**config.mk**
```make
export PLATFORM = sky130hd
export DESIGN_NAME = tsa_channel
export DESIGN_NICKNAME = d
export VERILOG_FILES = /design/src/rtl/tsa_pkg.sv /design/src/rtl/tsa_frame_ctr.sv /design/src/rtl/tsa_rx.sv /design/src/rtl/tsa_tx.sv /design/src/rtl/tsa_channel.sv
export SDC_FILE = /design/constraint.sdc
export NUM_CORES = 1
export LEC_CHECK = 0
export BUFFER_PORTS_ARGS = -buffer_cell sky130_fd_sc_hd__buf_2
export CAP_MARGIN = 5
export CORE_MARGIN = 3
export CORE_UTILIZATION = 35
export DETAILED_ROUTE_END_ITERATION = 16
export MAX_ROUTING_LAYER = met4
export SYNTH_ARGS = -nofsm -noshare
export SYNTH_HDL_FRONTEND = slang
export SYNTH_SLANG_ARGS = --single-unit
```
**constraint.sdc**
```tcl
create_clock -name dclk -period 5.32 [get_ports dclk]
set_input_delay 0.266 -clock dclk [delete_from_list [all_inputs] [get_ports dclk]]
set_output_delay 0.266 -clock dclk [all_outputs]
set_load 0.005 [all_outputs]
```
**src/rtl/tsa_pkg.sv**
```systemverilog
package tsa_pkg;
  localparam int unsigned WORD_W = 8;
  localparam int unsigned SLOT_W = 6;

  // log2 of slot width: wide slots carry 8 bits, narrow slots 4
  function automatic int unsigned width_log2(input logic wide);
    return wide ? 32'd3 : 32'd2;
  endfunction

  // does bit period idx fall inside slot 'slot' of the given width
  function automatic logic slot_hit(input int unsigned idx, input int unsigned frame_bits,
                                    input logic wide, input logic [SLOT_W-1:0] slot);
    return (idx < frame_bits) && ((idx >> width_log2(wide)) == 32'(slot));
  endfunction

  // bit position inside the slot, 0 = first (MSB)
  function automatic logic [2:0] bit_pos(input int unsigned idx, input logic wide);
    return 3'(idx & (wide ? 32'd7 : 32'd3));
  endfunction

  function automatic logic [2:0] last_pos(input logic wide);
    return wide ? 3'd7 : 3'd3;
  endfunction
endpackage

```
**src/rtl/tsa_frame_ctr.sv**
```systemverilog
module tsa_frame_ctr #(
  parameter int unsigned FRAME_BITS = 256,
  parameter int unsigned CNT_W      = $clog2(FRAME_BITS + 1)
) (
  input  logic             dclk,
  input  logic             rst_n,
  input  logic             fsync,
  output logic [CNT_W-1:0] bit_idx,
  output logic [CNT_W-1:0] nxt_idx
);
  localparam logic [CNT_W-1:0] PARK = CNT_W'(FRAME_BITS);

  logic fs_q;

  // frame pulse is set up to the falling edge
  always_ff @(negedge dclk or negedge rst_n) begin
    if (!rst_n) fs_q <= 1'b0;
    else        fs_q <= fsync;
  end

  always_comb begin
    if (fs_q)                nxt_idx = '0;
    else if (bit_idx >= PARK) nxt_idx = PARK;
    else                     nxt_idx = bit_idx + 1'b1;
  end

  always_ff @(posedge dclk or negedge rst_n) begin
    if (!rst_n) bit_idx <= PARK;
    else        bit_idx <= nxt_idx;
  end

  a_r1_frame_start: assert property (@(posedge dclk) disable iff (!rst_n)
    fs_q |=> bit_idx == '0);
  a_r1_count_step: assert property (@(posedge dclk) disable iff (!rst_n)
    (!fs_q && bit_idx < PARK) |=> bit_idx == CNT_W'($past(bit_idx) + 1'b1));
  a_r10_parked: assert property (@(posedge dclk) disable iff (!rst_n)
    (!fs_q && bit_idx == PARK) |=> bit_idx == PARK);
endmodule

```
**src/rtl/tsa_rx.sv**
```systemverilog
module tsa_rx
  import tsa_pkg::*;
#(
  parameter int unsigned FRAME_BITS = 256,
  parameter int unsigned CNT_W      = $clog2(FRAME_BITS + 1)
) (
  input  logic              dclk,
  input  logic              rst_n,
  input  logic              din,
  input  logic [CNT_W-1:0]  bit_idx,
  input  logic              in_wide,
  input  logic [SLOT_W-1:0] in_slot,
  input  logic              capture_en,
  input  logic              to_core,
  output logic              cap_valid,
  output logic [WORD_W-1:0] cap_word
);
  logic [WORD_W-1:0] shreg;
  logic              in_hit;
  logic              cap_evt;

  assign in_hit  = slot_hit(32'(bit_idx), FRAME_BITS, in_wide, in_slot);
  assign cap_evt = capture_en && in_hit && (bit_pos(32'(bit_idx), in_wide) == last_pos(in_wide));

  // serial data sampled on the falling edge, MSB first
  always_ff @(negedge dclk or negedge rst_n) begin
    if (!rst_n)      shreg <= '0;
    else if (in_hit) shreg <= {shreg[WORD_W-2:0], din};
  end

  always_ff @(posedge dclk or negedge rst_n) begin
    if (!rst_n) begin
      cap_valid <= 1'b0;
      cap_word  <= '0;
    end else begin
      cap_valid <= cap_evt && to_core;
      if (cap_evt) cap_word <= in_wide ? shreg : {4'h0, shreg[3:0]};
    end
  end

  a_r4_single_pulse: assert property (@(posedge dclk) disable iff (!rst_n)
    cap_valid |=> !cap_valid);
  a_r9_no_capture_idle: assert property (@(posedge dclk) disable iff (!rst_n)
    cap_valid |-> $past(capture_en));
  a_r4_narrow_upper_zero: assert property (@(posedge dclk) disable iff (!rst_n)
    (cap_valid && !$past(in_wide)) |-> cap_word[7:4] == 4'h0);
endmodule

```
**src/rtl/tsa_tx.sv**
```systemverilog
module tsa_tx
  import tsa_pkg::*;
#(
  parameter int unsigned FRAME_BITS = 256,
  parameter int unsigned CNT_W      = $clog2(FRAME_BITS + 1)
) (
  input  logic              dclk,
  input  logic              rst_n,
  input  logic [CNT_W-1:0]  bit_idx,
  input  logic [CNT_W-1:0]  nxt_idx,
  input  logic              out_wide,
  input  logic [SLOT_W-1:0] out_slot,
  input  logic              out_en,
  input  logic [WORD_W-1:0] src_word,
  output logic              dout,
  output logic              dout_oe
);
  logic [WORD_W-1:0] out_word;
  logic              out_hit;
  logic              slot_open;
  logic [2:0]        pos;
  logic              at_lsb;

  assign slot_open = slot_hit(32'(nxt_idx), FRAME_BITS, out_wide, out_slot)
                   && (bit_pos(32'(nxt_idx), out_wide) == 3'd0);
  assign out_hit   = slot_hit(32'(bit_idx), FRAME_BITS, out_wide, out_slot);
  assign pos       = bit_pos(32'(bit_idx), out_wide);
  assign at_lsb    = out_hit && (pos == last_pos(out_wide));

  // next word taken on the rising edge that opens the slot
  always_ff @(posedge dclk or negedge rst_n) begin
    if (!rst_n)         out_word <= '0;
    else if (slot_open) out_word <= src_word;
  end

  assign dout_oe = out_en && out_hit;
  assign dout    = dout_oe ? out_word[last_pos(out_wide) - pos] : 1'b0;

  a_r5_word_hold: assert property (@(posedge dclk) disable iff (!rst_n)
    (dout_oe && $past(dout_oe)) |-> $stable(out_word));
  a_r6_drop_after_lsb: assert property (@(posedge dclk) disable iff (!rst_n)
    (dout_oe && at_lsb) |=> !dout_oe);
  a_r5_latch_opens: assert property (@(posedge dclk) disable iff (!rst_n)
    (slot_open && out_en) |=> dout_oe);
endmodule

```
**src/rtl/tsa_channel.sv**
```systemverilog
module tsa_channel
  import tsa_pkg::*;
#(
  parameter int unsigned FRAME_BITS = 256
) (
  input  logic        dclk,
  input  logic        rst_n,
  input  logic        fsync,
  input  logic        din,
  input  logic        cfg_compress,
  input  logic        cfg_bypass,
  input  logic        cfg_idle,
  input  logic [5:0]  cfg_in_slot,
  input  logic [5:0]  cfg_out_slot,
  input  logic [7:0]  core_word,
  output logic        cap_valid,
  output logic [7:0]  cap_word,
  output logic        dout,
  output logic        dout_oe
);
  localparam int unsigned CNT_W = $clog2(FRAME_BITS + 1);

  logic [CNT_W-1:0]  bit_idx;
  logic [CNT_W-1:0]  nxt_idx;
  logic              bypass_on;
  logic              in_wide;
  logic              out_wide;
  logic [WORD_W-1:0] src_word;

  // bypass keeps one width on both sides; otherwise the sides differ
  assign bypass_on = cfg_bypass && !cfg_idle;
  assign in_wide   = cfg_compress;
  assign out_wide  = bypass_on ? cfg_compress : !cfg_compress;
  assign src_word  = bypass_on ? cap_word : core_word;

  tsa_frame_ctr #(.FRAME_BITS(FRAME_BITS), .CNT_W(CNT_W)) u_ctr (
    .dclk(dclk), .rst_n(rst_n), .fsync(fsync),
    .bit_idx(bit_idx), .nxt_idx(nxt_idx)
  );

  tsa_rx #(.FRAME_BITS(FRAME_BITS), .CNT_W(CNT_W)) u_rx (
    .dclk(dclk), .rst_n(rst_n), .din(din), .bit_idx(bit_idx),
    .in_wide(in_wide), .in_slot(cfg_in_slot),
    .capture_en(!cfg_idle), .to_core(!bypass_on),
    .cap_valid(cap_valid), .cap_word(cap_word)
  );

  tsa_tx #(.FRAME_BITS(FRAME_BITS), .CNT_W(CNT_W)) u_tx (
    .dclk(dclk), .rst_n(rst_n), .bit_idx(bit_idx), .nxt_idx(nxt_idx),
    .out_wide(out_wide), .out_slot(cfg_out_slot), .out_en(!cfg_idle),
    .src_word(src_word), .dout(dout), .dout_oe(dout_oe)
  );

  a_r9_idle_quiet: assert property (@(posedge dclk) disable iff (!rst_n)
    ($past(cfg_idle) && cfg_idle) |-> (!dout_oe && !cap_valid));
  a_r8_bypass_no_strobe: assert property (@(posedge dclk) disable iff (!rst_n)
    $past(bypass_on) |-> !cap_valid);
endmodule

```
==> results of run 1 <==
[cell families (layout without fill, tap and decap cells)]
kind of cell | count (synthesis) | count (layout)
multiplexers | 38 | 38
AO/OA/AOI/OAI | 27 | 27
AND/OR/NAND/NOR | 50 | 50
buffers and inverters | 20 | 57
XOR/XNOR | 24 | 24
flip-flops | 35 | 35
adder cells (fa/ha/maj) | 1 | 1
[metal layers]
| layer | global-route usage [%] | share of wire [%] |
|---|---|---|
| met5 | - | 0 |
| met4 | 6.73 | 1.8 |
| met3 | 2.76 | 5.2 |
| met2 | 20.9 | 44 |
| met1 | 19.9 | 49 |
[registers in the layout, indices dropped and copies added, names as in the netlist]
register	count
u_tx.out_word	8
u_rx.cap_valid	1
u_ctr.fs_q	1
u_rx.shreg	8
u_rx.cap_word	8
u_ctr.bit_idx	9
[cells in the mapped netlist, types with 2 or more instances]
master / n
sky130_fd_sc_hd__buf_4: 2
sky130_fd_sc_hd__dfrtp_1: 25
sky130_fd_sc_hd__xnor2_1: 12
sky130_fd_sc_hd__mux2i_1: 7
sky130_fd_sc_hd__nor4_1: 3
sky130_fd_sc_hd__a21oi_1: 2
sky130_fd_sc_hd__o21ai_0: 7
sky130_fd_sc_hd__nand2_1: 10
sky130_fd_sc_hd__xor2_1: 12
sky130_fd_sc_hd__a311oi_1: 2
sky130_fd_sc_hd__nor2_1: 14
sky130_fd_sc_hd__inv_1: 7
sky130_fd_sc_hd__buf_2: 7
sky130_fd_sc_hd__a2111oi_0: 2
sky130_fd_sc_hd__nor4_4: 2
sky130_fd_sc_hd__mux4_1: 2
sky130_fd_sc_hd__mux2_2: 29
sky130_fd_sc_hd__nand3_1: 7
sky130_fd_sc_hd__a21boi_0: 2
sky130_fd_sc_hd__a31oi_1: 3
sky130_fd_sc_hd__nor2b_1: 3
sky130_fd_sc_hd__clkbuf_1: 2
sky130_fd_sc_hd__and4_1: 2
sky130_fd_sc_hd__dfrtn_1: 9
[power breakdown]
| group | switching, W | total [W] | internal [W] |
|---|---|---|---|
| sequential | 0.0000161 | 0.000311 | 0.000295 |
| combinational | 0.0000496 | 0.000108 | 0.0000589 |
| clock | 0.0000990 | 0.000251 | 0.000152 |
| total | 0.000165 | 0.000670 | 0.000506 |
[per-stage QoR]
stage,worst slack [ps],total power (W),cell area (um2)
after detailed placement,146,0.000425,2380
after global routing,-1.23,0.000698,2500
after global placement,197,0.000423,2380
final,101,0.000670,2500
after floorplan,173,0.000389,2140
after CTS,125,0.000676,2490
[area by class of cell]
cell class | count | area, um2
Fill cell | 557 | 3210
Clock inverter | 2 | 35.0
Multi-Input combinational cell | 140 | 1160
Tap cell | 72 | 90.1
Inverter | 7 | 26.3
Sequential cell | 35 | 877
Timing Repair Buffer | 42 | 223
Clock buffer | 6 | 82.6
[how the worst max path moves through the flow]
stage | startpoint | end | slack (ps) | cells after the start
final | u_ctr.fs_q$_DFF_NN0_ | u_tx.out_word[2]$_DFFE_PN0P_ | 100 | 8
after global routing | u_ctr.fs_q$_DFF_NN0_ | u_tx.out_word[5]$_DFFE_PN0P_ | -1 | 9
after CTS | u_ctr.fs_q$_DFF_NN0_ | u_tx.out_word[2]$_DFFE_PN0P_ | 120 | 8
after detailed placement | u_ctr.fs_q$_DFF_NN0_ | u_tx.out_word[7]$_DFFE_PN0P_ | 150 | 8
after global placement | u_ctr.fs_q$_DFF_NN0_ | u_tx.out_word[2]$_DFFE_PN0P_ | 200 | 8
after floorplan | u_ctr.fs_q$_DFF_NN0_ | u_tx.out_word[0]$_DFFE_PN0P_ | 170 | 8
[worst max-delay path, delay by kind of cell (launching register included)]
| family | cells | cell delay, ps |
|---|---|---|
| simple gates | 4 | 960 |
| xor+xnor | 1 | 180 |
| mux | 1 | 340 |
| buf+inv | 1 | 210 |
| compound gates | 1 | 380 |
| flops | 1 | 370 |
==> impl_metrics.json, run 1 <==
{
  "run_status": "complete, no violations",
  "grt.overflow.total": 0,
  "dr.pass1.iters": 4,
  "routed-via-count": 1607,
  "seq_area_frac_synth_pct": 41.1,
  "dp_hpwl_mm": 3.53,
  "floorplan_die_width_um": 84.1,
  "worst_slew_margin_rel_pct": 28.3,
  "io_pins": 38,
  "insertedDiodeCount": 0,
  "synthDominantCellAreaShare_pct": 29.3,
  "synth_cells": 195,
  "first_global_vias": 1613,
  "synth-edff-count": 0,
  "timing.critical_path.slowest_stage_cell": "sky130_fd_sc_hd__a221o_1",
  "post_cts_resize_count": 0,
  "finalHoldWorstSlack_ps": 53.5,
  "chipHeight_um": 84.1,
  "criticalPathCategory": "reg2reg",
  "groute.usage.overall_pct": 14.6,
  "worstReg2RegStart": "u_ctr.fs_q$_DFF_NN0_",
  "final_cell_count_no_fill": 304,
  "post_synth_xor_area_fraction_pct": 9.84,
  "layout_commonest_cell": "sky130_fd_sc_hd__buf_2",
  "nNetsFinal": 259,
  "cp_max_fo": 8,
  "postSynthRegisterBits": 35,
  "gp_congestion": 0.855,
  "reg2reg_to": "u_tx.out_word[2]$_DFFE_PN0P_",
  "postRouteAntennaNets": 0,
  "synth-main-ff-cell": "sky130_fd_sc_hd__dfrtp_1",
  "skew_ps": 14.6,
  "critPathLaunchType": "flop",
  "average_via_count_per_standard_cell": 5.29,
  "flow.area_growth_from_synthesis_pct": 16.9,
  "cts_tree": "built",
  "routed_wire_length_per_instance_um": 15.8,
  "synth_top_family_by_area": "multiplexers",
  "yosysWarningCount": 0,
  "place.detailed.instances": 296,
  "setup.worst_path.end_class": "flop",
  "cts.sink_count": 35,
  "ys_async_rst_share_pct": 100,
  "antenna_found_initial": 0,
  "clock_tree.root_cell": "sky130_fd_sc_hd__clkbuf_8",
  "yosys.cell_types.count": 46,
  "syn_nets": 223,
  "r2r_cells": 8,
  "ctsHtreeMaxLevel": 2,
  "worst_setup_hold_path_clk_slew_ps": 70,
  "die_area_mm2": 0.00708,
  "finish.utilization_pct": 43.7,
  "power.static_leakage_nw": 1.13,
  "post-cts-setup-buffer-count": 0,
  "synth_compound_area_share_pct": 8.90,
  "power_density_mw_per_mm2": 268,
  "row_count": 27,
  "post_synth_mux_area_share_pct": 21.0,
  "ctsLongestPathBuffers": 2,
  "worstSkewPairLatency_ps": 300,
  "synth_simple_gate_area_share_pct": 13.9,
  "drv_slew": 0,
  "pin_count_of_the_biggest_net_entering_global_routing": 36,
  "vdd_drop_max_mv": 0.140,
  "ctsHoldBuffers": 0,
  "crit_path_max_incr_delay_ps": 380,
  "drt_first_iter_violations": 121,
  "most-common-layout-cells": "sky130_fd_sc_hd__buf_2, sky130_fd_sc_hd__mux2_2, sky130_fd_sc_hd__dfrtp_1, sky130_fd_sc_hd__nor2_1",
  "post_synth_fa_ha_maj_area_fraction_pct": 0.586,
  "cp.required_ps": 5490,
  "design.core.area_mm2": 0.00571,
  "final_layout_size_suffix_gt1_share_pct": 37.1,
  "regToRegSetupSlack_ps": 100,
  "report.final.setup_viol": 0,
  "synth_area_leaders": "sky130_fd_sc_hd__dfrtp_1, sky130_fd_sc_hd__mux2_2, sky130_fd_sc_hd__dfrtn_1",
  "detail_route.wirelength_mm": 4.81,
  "min_path_type": "in2async",
  "buffers_added_on_ports": 37,
  "path_cells": "or2_2, nor2_1, xnor2_1, nand3_1, a221o_1, nor4_4, buf_4, mux2_2",
  "report.final.hold_viol_count": 0,
  "syn_area_per_cell_um2": 11.0,
  "post-synth-top-area-cell": "sky130_fd_sc_hd__dfrtp_1",
  "synth_cell_area_mm2": 0.00214,
  "grt_first_pass_wirelength_mm": 8.00,
  "cts-buffers-inserted": 5,
  "drv.max_cap_violation_count": 0,
  "drc": 0,
  "arrival_ps": 5390,
  "least_margin_pin_slew_ps": 1070,
  "setup_tns_ps": 0,
  "initial_core_util_pct": 37.4
}
No activity file was read; power rests on OpenSTA's default activity.
==> run 2, diff against run 1 <==
--- a/config.mk
+++ b/config.mk
@@ -11,6 +11,7 @@
 export CORE_UTILIZATION = 35
 export DETAILED_ROUTE_END_ITERATION = 16
 export MAX_ROUTING_LAYER = met4
+export REMOVE_ABC_BUFFERS = 1
 export SYNTH_ARGS = -nofsm -noshare
 export SYNTH_HDL_FRONTEND = slang
 export SYNTH_SLANG_ARGS = --single-unit
==> run 2 against run 1 <==
  * Count of clock-buffer cells in the layout shrank 1
  * Die area unchanged
  * Clock power shrank 23%
  * Largest power group unchanged
  * Highest routed layer unchanged
==> impl_metrics.json, run 2 (same netlist as run 1, synthesis figures left out) <==
{
  "design.core.area_mm2": 0.00571,
  "finalHoldWorstSlack_ps": 51.9,
  "row_count": 27,
  "regMostFlops": "u_ctr.bit_idx",
  "ctsHtreeMaxLevel": 2,
  "fill_cells": 561,
  "drc": 0,
  "routed_wire_length_per_instance_um": 15.0,
  "floorplan_die_width_um": 84.1,
  "first_global_vias": 1561,
  "power.static_leakage_nw": 1.11,
  "grt_first_pass_wirelength_mm": 7.78,
  "insertedDiodeCount": 0,
  "run_status": "complete, no violations",
  "antenna_found_initial": 0,
  "initial_core_util_pct": 37.4,
  "most-common-layout-cells": "sky130_fd_sc_hd__buf_2, sky130_fd_sc_hd__mux2_2, sky130_fd_sc_hd__dfrtp_1, sky130_fd_sc_hd__nor2_1",
  "post-cts-setup-buffer-count": 0,
  "routed-via-count": 1541,
  "sw_frac_of_total_pct": 27.3,
  "gp_congestion": 0.864,
  "clock_tree.root_cell": "sky130_fd_sc_hd__clkbuf_8",
  "critPathLaunchType": "flop",
  "setup_tns_ps": 0,
  "power.internal_w": 0.000445,
  "dr.pass1.iters": 4,
  "power_switching_w": 0.000167,
  "final_layout_size_suffix_gt1_share_pct": 37.1,
  "average_via_count_per_standard_cell": 5.07,
  "least_margin_pin_slew_ps": 988,
  "ctsLongestPathBuffers": 2,
  "largest_register_ff_count": 9,
  "pre_cts_ws_ps": 168,
  "report.final.setup_viol": 0,
  "worst_setup_hold_path_clk_slew_ps": 80,
  "postRouteAntennaNets": 0,
  "worstSkewPairLatency_ps": 290,
  "detail_route.wirelength_mm": 4.57,
  "ctsHoldBuffers": 0,
  "drv.max_cap_violation_count": 0,
  "cts-buffers-inserted": 5,
  "cp_max_fo": 8,
  "nNetsFinal": 259,
  "skew_ps": 16.1,
  "area_taken_by_flip_flops_and_latches_um2": 877,
  "drt_first_iter_violations": 152,
  "worst_slew_margin_rel_pct": 33.9,
  "cp.required_ps": 5490,
  "io_pins": 38,
  "grt.overflow.total": 0,
  "setup_repair_after_global_routing_missed_its_margin": "no",
  "min_path_type": "in2async",
  "path_cells": "or2_2, nor2_1, xnor2_1, nand3_1, a221o_1, nor4_4, buf_4, mux2_2",
  "power_frac_seq_pct": 50.9,
  "layout_commonest_cell": "sky130_fd_sc_hd__buf_2",
  "vdd_drop_max_mv": 0.177,
  "comb_power_share_pct": 17.5,
  "pin_count_of_the_biggest_net_entering_global_routing": 36,
  "criticalPathCategory": "reg2reg",
  "clock_power_share_pct": 31.6,
  "groute.usage.overall_pct": 14.0,
  "die_area_mm2": 0.00708,
  "setup.worst_path.end_class": "flop",
  "power_density_mw_per_mm2": 248,
  "post-route-worst-setup-slack_ps": 150,
  "timing.critical_path.slowest_stage_cell": "sky130_fd_sc_hd__dfrtn_1",
  "multi_input_comb_area_mm2": 0.00116,
  "buffers_added_on_ports": 37,
  "flow.area_growth_from_synthesis_pct": 15.6,
  "chipHeight_um": 84.1,
  "dp_hpwl_mm": 3.40,
  "arrival_ps": 5340,
  "cts.sink_count": 35,
  "report.final.hold_viol_count": 0,
  "crit_path_max_incr_delay_ps": 380,
  "finish.utilization_pct": 43.2,
  "cts_tree": "built",
  "drv_slew": 0
}
[run 2: cell count changes in the layout (fill, tap and decap cells not counted), sizes merged]
cell,change
bufinv,-1
clkinvlp,+2
clkbuf,-1
[run 2: what timing repair did]
item,4_1_cts,5_1_grt
resized for setup,0,2
endpoints found under the setup margin,0,8
hold endpoints to repair,0,0
[run 2: cell type report]
cell class	count	area share, %
timing repair buffer	42	9.02
inverter	7	1.06
clock inverter	3	0.811
tap	72	3.65
sequential	35	35.5
clock buffer	5	2.79
multi-input combinational	140	47.1
[run 2: per-stage QoR]
stage	area (um2)	power, W	std cells
after floorplan	2060	0.000384	182
after global placement	2380	0.000423	296
after detailed placement	2380	0.000424	296
after CTS	2460	0.000618	304
after global routing	2470	0.000646	304
final	2470	0.000612	304
[run 2: worst paths after layout]
check / slack, ps / to / cells past startpoint / from
max reg2reg: 150 / u_tx.out_word[0]$_DFFE_PN0P_ / 8 / u_ctr.fs_q$_DFF_NN0_
max in group asynchronous: 2200 / u_ctr.fs_q$_DFF_NN0_ / 1 / rst_n
max: 150 / u_tx.out_word[0]$_DFFE_PN0P_ / 8 / u_ctr.fs_q$_DFF_NN0_
min in group dclk: 340 / u_tx.out_word[3]$_DFFE_PN0P_ / 3 / core_word[3]
min: 50 / u_rx.cap_word[1]$_DFFE_PN0P_ / 1 / rst_n
min reg2reg: 460 / u_rx.shreg[7]$_DFFE_NN0P_ / 1 / u_rx.shreg[7]$_DFFE_NN0P_
[run 2: worst max-delay path: cells and delay by family (launching register included)]
kind / cells / cell delay [ps]
xor gates and xnor gates: 1 / 180
muxes: 1 / 330
buffers and inverters: 1 / 200
and+or+nand+nor: 4 / 930
DFF: 1 / 380
AOI/OAI and AO/OA: 1 / 370
[run 2: metal layers]
metal	share of wire (%)	GRT usage, %
met5	0	-
met4	1.3	3.95
met3	4.8	2.96
met2	48	21.8
met1	45	18.4
[run 2: power by group through the flow]
stage               sequential (W)  combinational (W)  clock, W
finish                    0.000311           0.000107  0.000193
global route              0.000315           0.000120  0.000211
CTS                       0.000312           0.000108  0.000198
detailed placement        0.000317           0.000108         0
global placement          0.000316           0.000107         0
floorplan                 0.000312          0.0000725         0
==> run 3, diff against run 2 <==
--- a/config.mk
+++ b/config.mk
@@ -7,6 +7,7 @@
 export LEC_CHECK = 0
 export BUFFER_PORTS_ARGS = -buffer_cell sky130_fd_sc_hd__buf_2
 export CAP_MARGIN = 5
+export CORE_ASPECT_RATIO = 1.4
 export CORE_MARGIN = 3
 export CORE_UTILIZATION = 35
 export DETAILED_ROUTE_END_ITERATION = 16
==> run 3 against run 2 <==
  * Hold slack better by 1.8 ps
  * Register-to-register slack gained 20 ps
  * Sequential power barely moved
  * Sequential share of layout area rose by 0.054 points
  * Power grew 1.6%
  * Setup slack better by 24 ps
  * Core utilization shrank 1.5 points
  * Combinational power is essentially flat
  * Largest cell class unchanged
  * Highest routed layer unchanged
==> impl_metrics.json, run 3 (same netlist as run 1, synthesis figures left out) <==
{
  "drv_slew": 0,
  "final_cell_count_no_fill": 302,
  "routed-via-count": 1582,
  "report.final.setup_viol": 0,
  "floorplan_die_width_um": 72.0,
  "post-cts-setup-buffer-count": 0,
  "skew_ps": 11.9,
  "detail_route.wirelength_mm": 4.84,
  "drt_first_iter_violations": 78,
  "largest_register_ff_count": 9,
  "grt.overflow.total": 0,
  "dp_hpwl_mm": 3.59,
  "regMostFlops": "u_ctr.bit_idx",
  "io_pins": 38,
  "vdd_drop_max_mv": 0.179,
  "drv.max_cap_violation_count": 0,
  "report.final.hold_viol_count": 0,
  "groute.usage.overall_pct": 14.8,
  "power_w": 0.000621,
  "chipHeight_um": 98.4,
  "flow.area_growth_from_synthesis_pct": 15.4,
  "antenna_found_initial": 0,
  "insertedDiodeCount": 0,
  "setup_tns_ps": 0,
  "cts.sink_count": 35,
  "setup.worst_path.end_class": "flop",
  "timing.critical_path.slowest_stage_cell": "sky130_fd_sc_hd__a221o_1",
  "cts-buffers-inserted": 5,
  "layout_commonest_cell": "sky130_fd_sc_hd__buf_2",
  "drc": 0,
  "ctsHtreeMaxLevel": 2,
  "multi_input_comb_area_mm2": 0.00116,
  "row_count": 33,
  "power.static_leakage_nw": 1.12,
  "cp.required_ps": 5490,
  "min_path_type": "in2async",
  "gr-usage-met3_pct": 2.45,
  "most-common-layout-cells": "sky130_fd_sc_hd__buf_2, sky130_fd_sc_hd__mux2_2, sky130_fd_sc_hd__dfrtp_1, sky130_fd_sc_hd__nor2_1",
  "clock_tree.root_cell": "sky130_fd_sc_hd__clkbuf_8",
  "nNetsFinal": 259,
  "grt_first_pass_wirelength_mm": 7.87,
  "initial_core_util_pct": 36.2,
  "area_taken_by_flip_flops_and_latches_um2": 877,
  "criticalPathCategory": "reg2reg",
  "post_cts_resize_count": 0,
  "gr_busiest_metal": "met2",
  "worst_setup_hold_path_clk_slew_ps": 70,
  "pin_count_of_the_biggest_net_entering_global_routing": 36,
  "buffers_added_on_ports": 37,
  "setup_repair_after_global_routing_missed_its_margin": "no",
  "power_density_mw_per_mm2": 252,
  "ctsLongestPathBuffers": 2,
  "place.detailed.instances": 294,
  "dr.pass1.iters": 4,
  "routed_wire_length_per_instance_um": 16.0,
  "groute.layer.met1.usage_pct": 18.4,
  "run_status": "complete, no violations",
  "cts_tree": "built",
  "first_global_vias": 1578,
  "worstSkewPairLatency_ps": 290,
  "arrival_ps": 5310,
  "postRouteAntennaNets": 0,
  "crit_path_max_incr_delay_ps": 380,
  "grtUsageMet2_pct": 23.9,
  "design.core.area_mm2": 0.00590,
  "design_area_mm2": 0.00246,
  "ctsHoldBuffers": 0,
  "fill_cells": 582,
  "least_margin_pin_slew_ps": 1010,
  "path_cells": "or2_2, nor2_1, xnor2_1, nand3_1, a221o_1, nor4_4, buf_4, mux2_2",
  "place_area_mm2": 0.00237,
  "worst_slew_margin_rel_pct": 32.2,
  "average_via_count_per_standard_cell": 5.24,
  "die_area_mm2": 0.00709,
  "critPathLaunchType": "flop",
  "gp_congestion": 0.902,
  "cp_max_fo": 8,
  "finalHoldWorstSlack_ps": 53.7,
  "final_layout_size_suffix_gt1_share_pct": 36.2
}
## run 3: final timing paths
path	start	end	slack [ps]	cells after the start
setup reg to reg	u_ctr.fs_q$_DFF_NN0_	u_tx.out_word[7]$_DFFE_PN0P_	170	8
max in group asynchronous	rst_n	u_rx.shreg[6]$_DFFE_NN0P_	2190	1
setup / recovery	u_ctr.fs_q$_DFF_NN0_	u_tx.out_word[7]$_DFFE_PN0P_	170	8
min in group dclk	core_word[0]	u_tx.out_word[0]$_DFFE_PN0P_	340	3
hold reg to reg	u_rx.shreg[7]$_DFFE_NN0P_	u_rx.shreg[7]$_DFFE_NN0P_	460	1
hold / removal	rst_n	u_rx.cap_word[2]$_DFFE_PN0P_	50	1
## run 3: power breakdown
| group | internal, W | leakage [nW] | total, W | switching, W |
|---|---|---|---|---|
| clock network | 0.000104 | 0.0482 | 0.000199 | 0.0000947 |
| registers | 0.000295 | 0.443 | 0.000312 | 0.0000166 |
| logic | 0.0000592 | 0.627 | 0.000110 | 0.0000511 |
## run 3: through the flow
| step | worst slack [ps] | utilization (%) |
|---|---|---|
| after detailed placement | 186 | 40.2 |
| after floorplan | 244 | - |
| after global routing | 6.64 | 41.7 |
| after global placement | 223 | 40.2 |
| final | 174 | 41.7 |
| after CTS | 170 | 41.7 |
## run 3: final cells by class
| type | instances | area share (%) |
|---|---|---|
| Multi-Input combinational cell | 140 | 47.1 |
| Sequential cell | 35 | 35.6 |
| Timing Repair Buffer | 42 | 9.04 |
| Tap cell | 70 | 3.55 |
| Clock buffer | 7 | 3.50 |
| Inverter | 7 | 1.07 |
| Clock inverter | 1 | 0.203 |
## run 3: worst max-delay path, delay by kind of cell, from the launching register on
kind	cells	cell delay (ps)
xor+xnor	1	170
simple gates	4	910
mux	1	340
compound gates	1	380
buf+inv	1	200
flops	1	360
## run 3: layer usage
layer	share of wire [%]	wire, um
met1	44	2140
met2	50	2400
met3	4.0	195
met4	2.0	97
met5	0	0
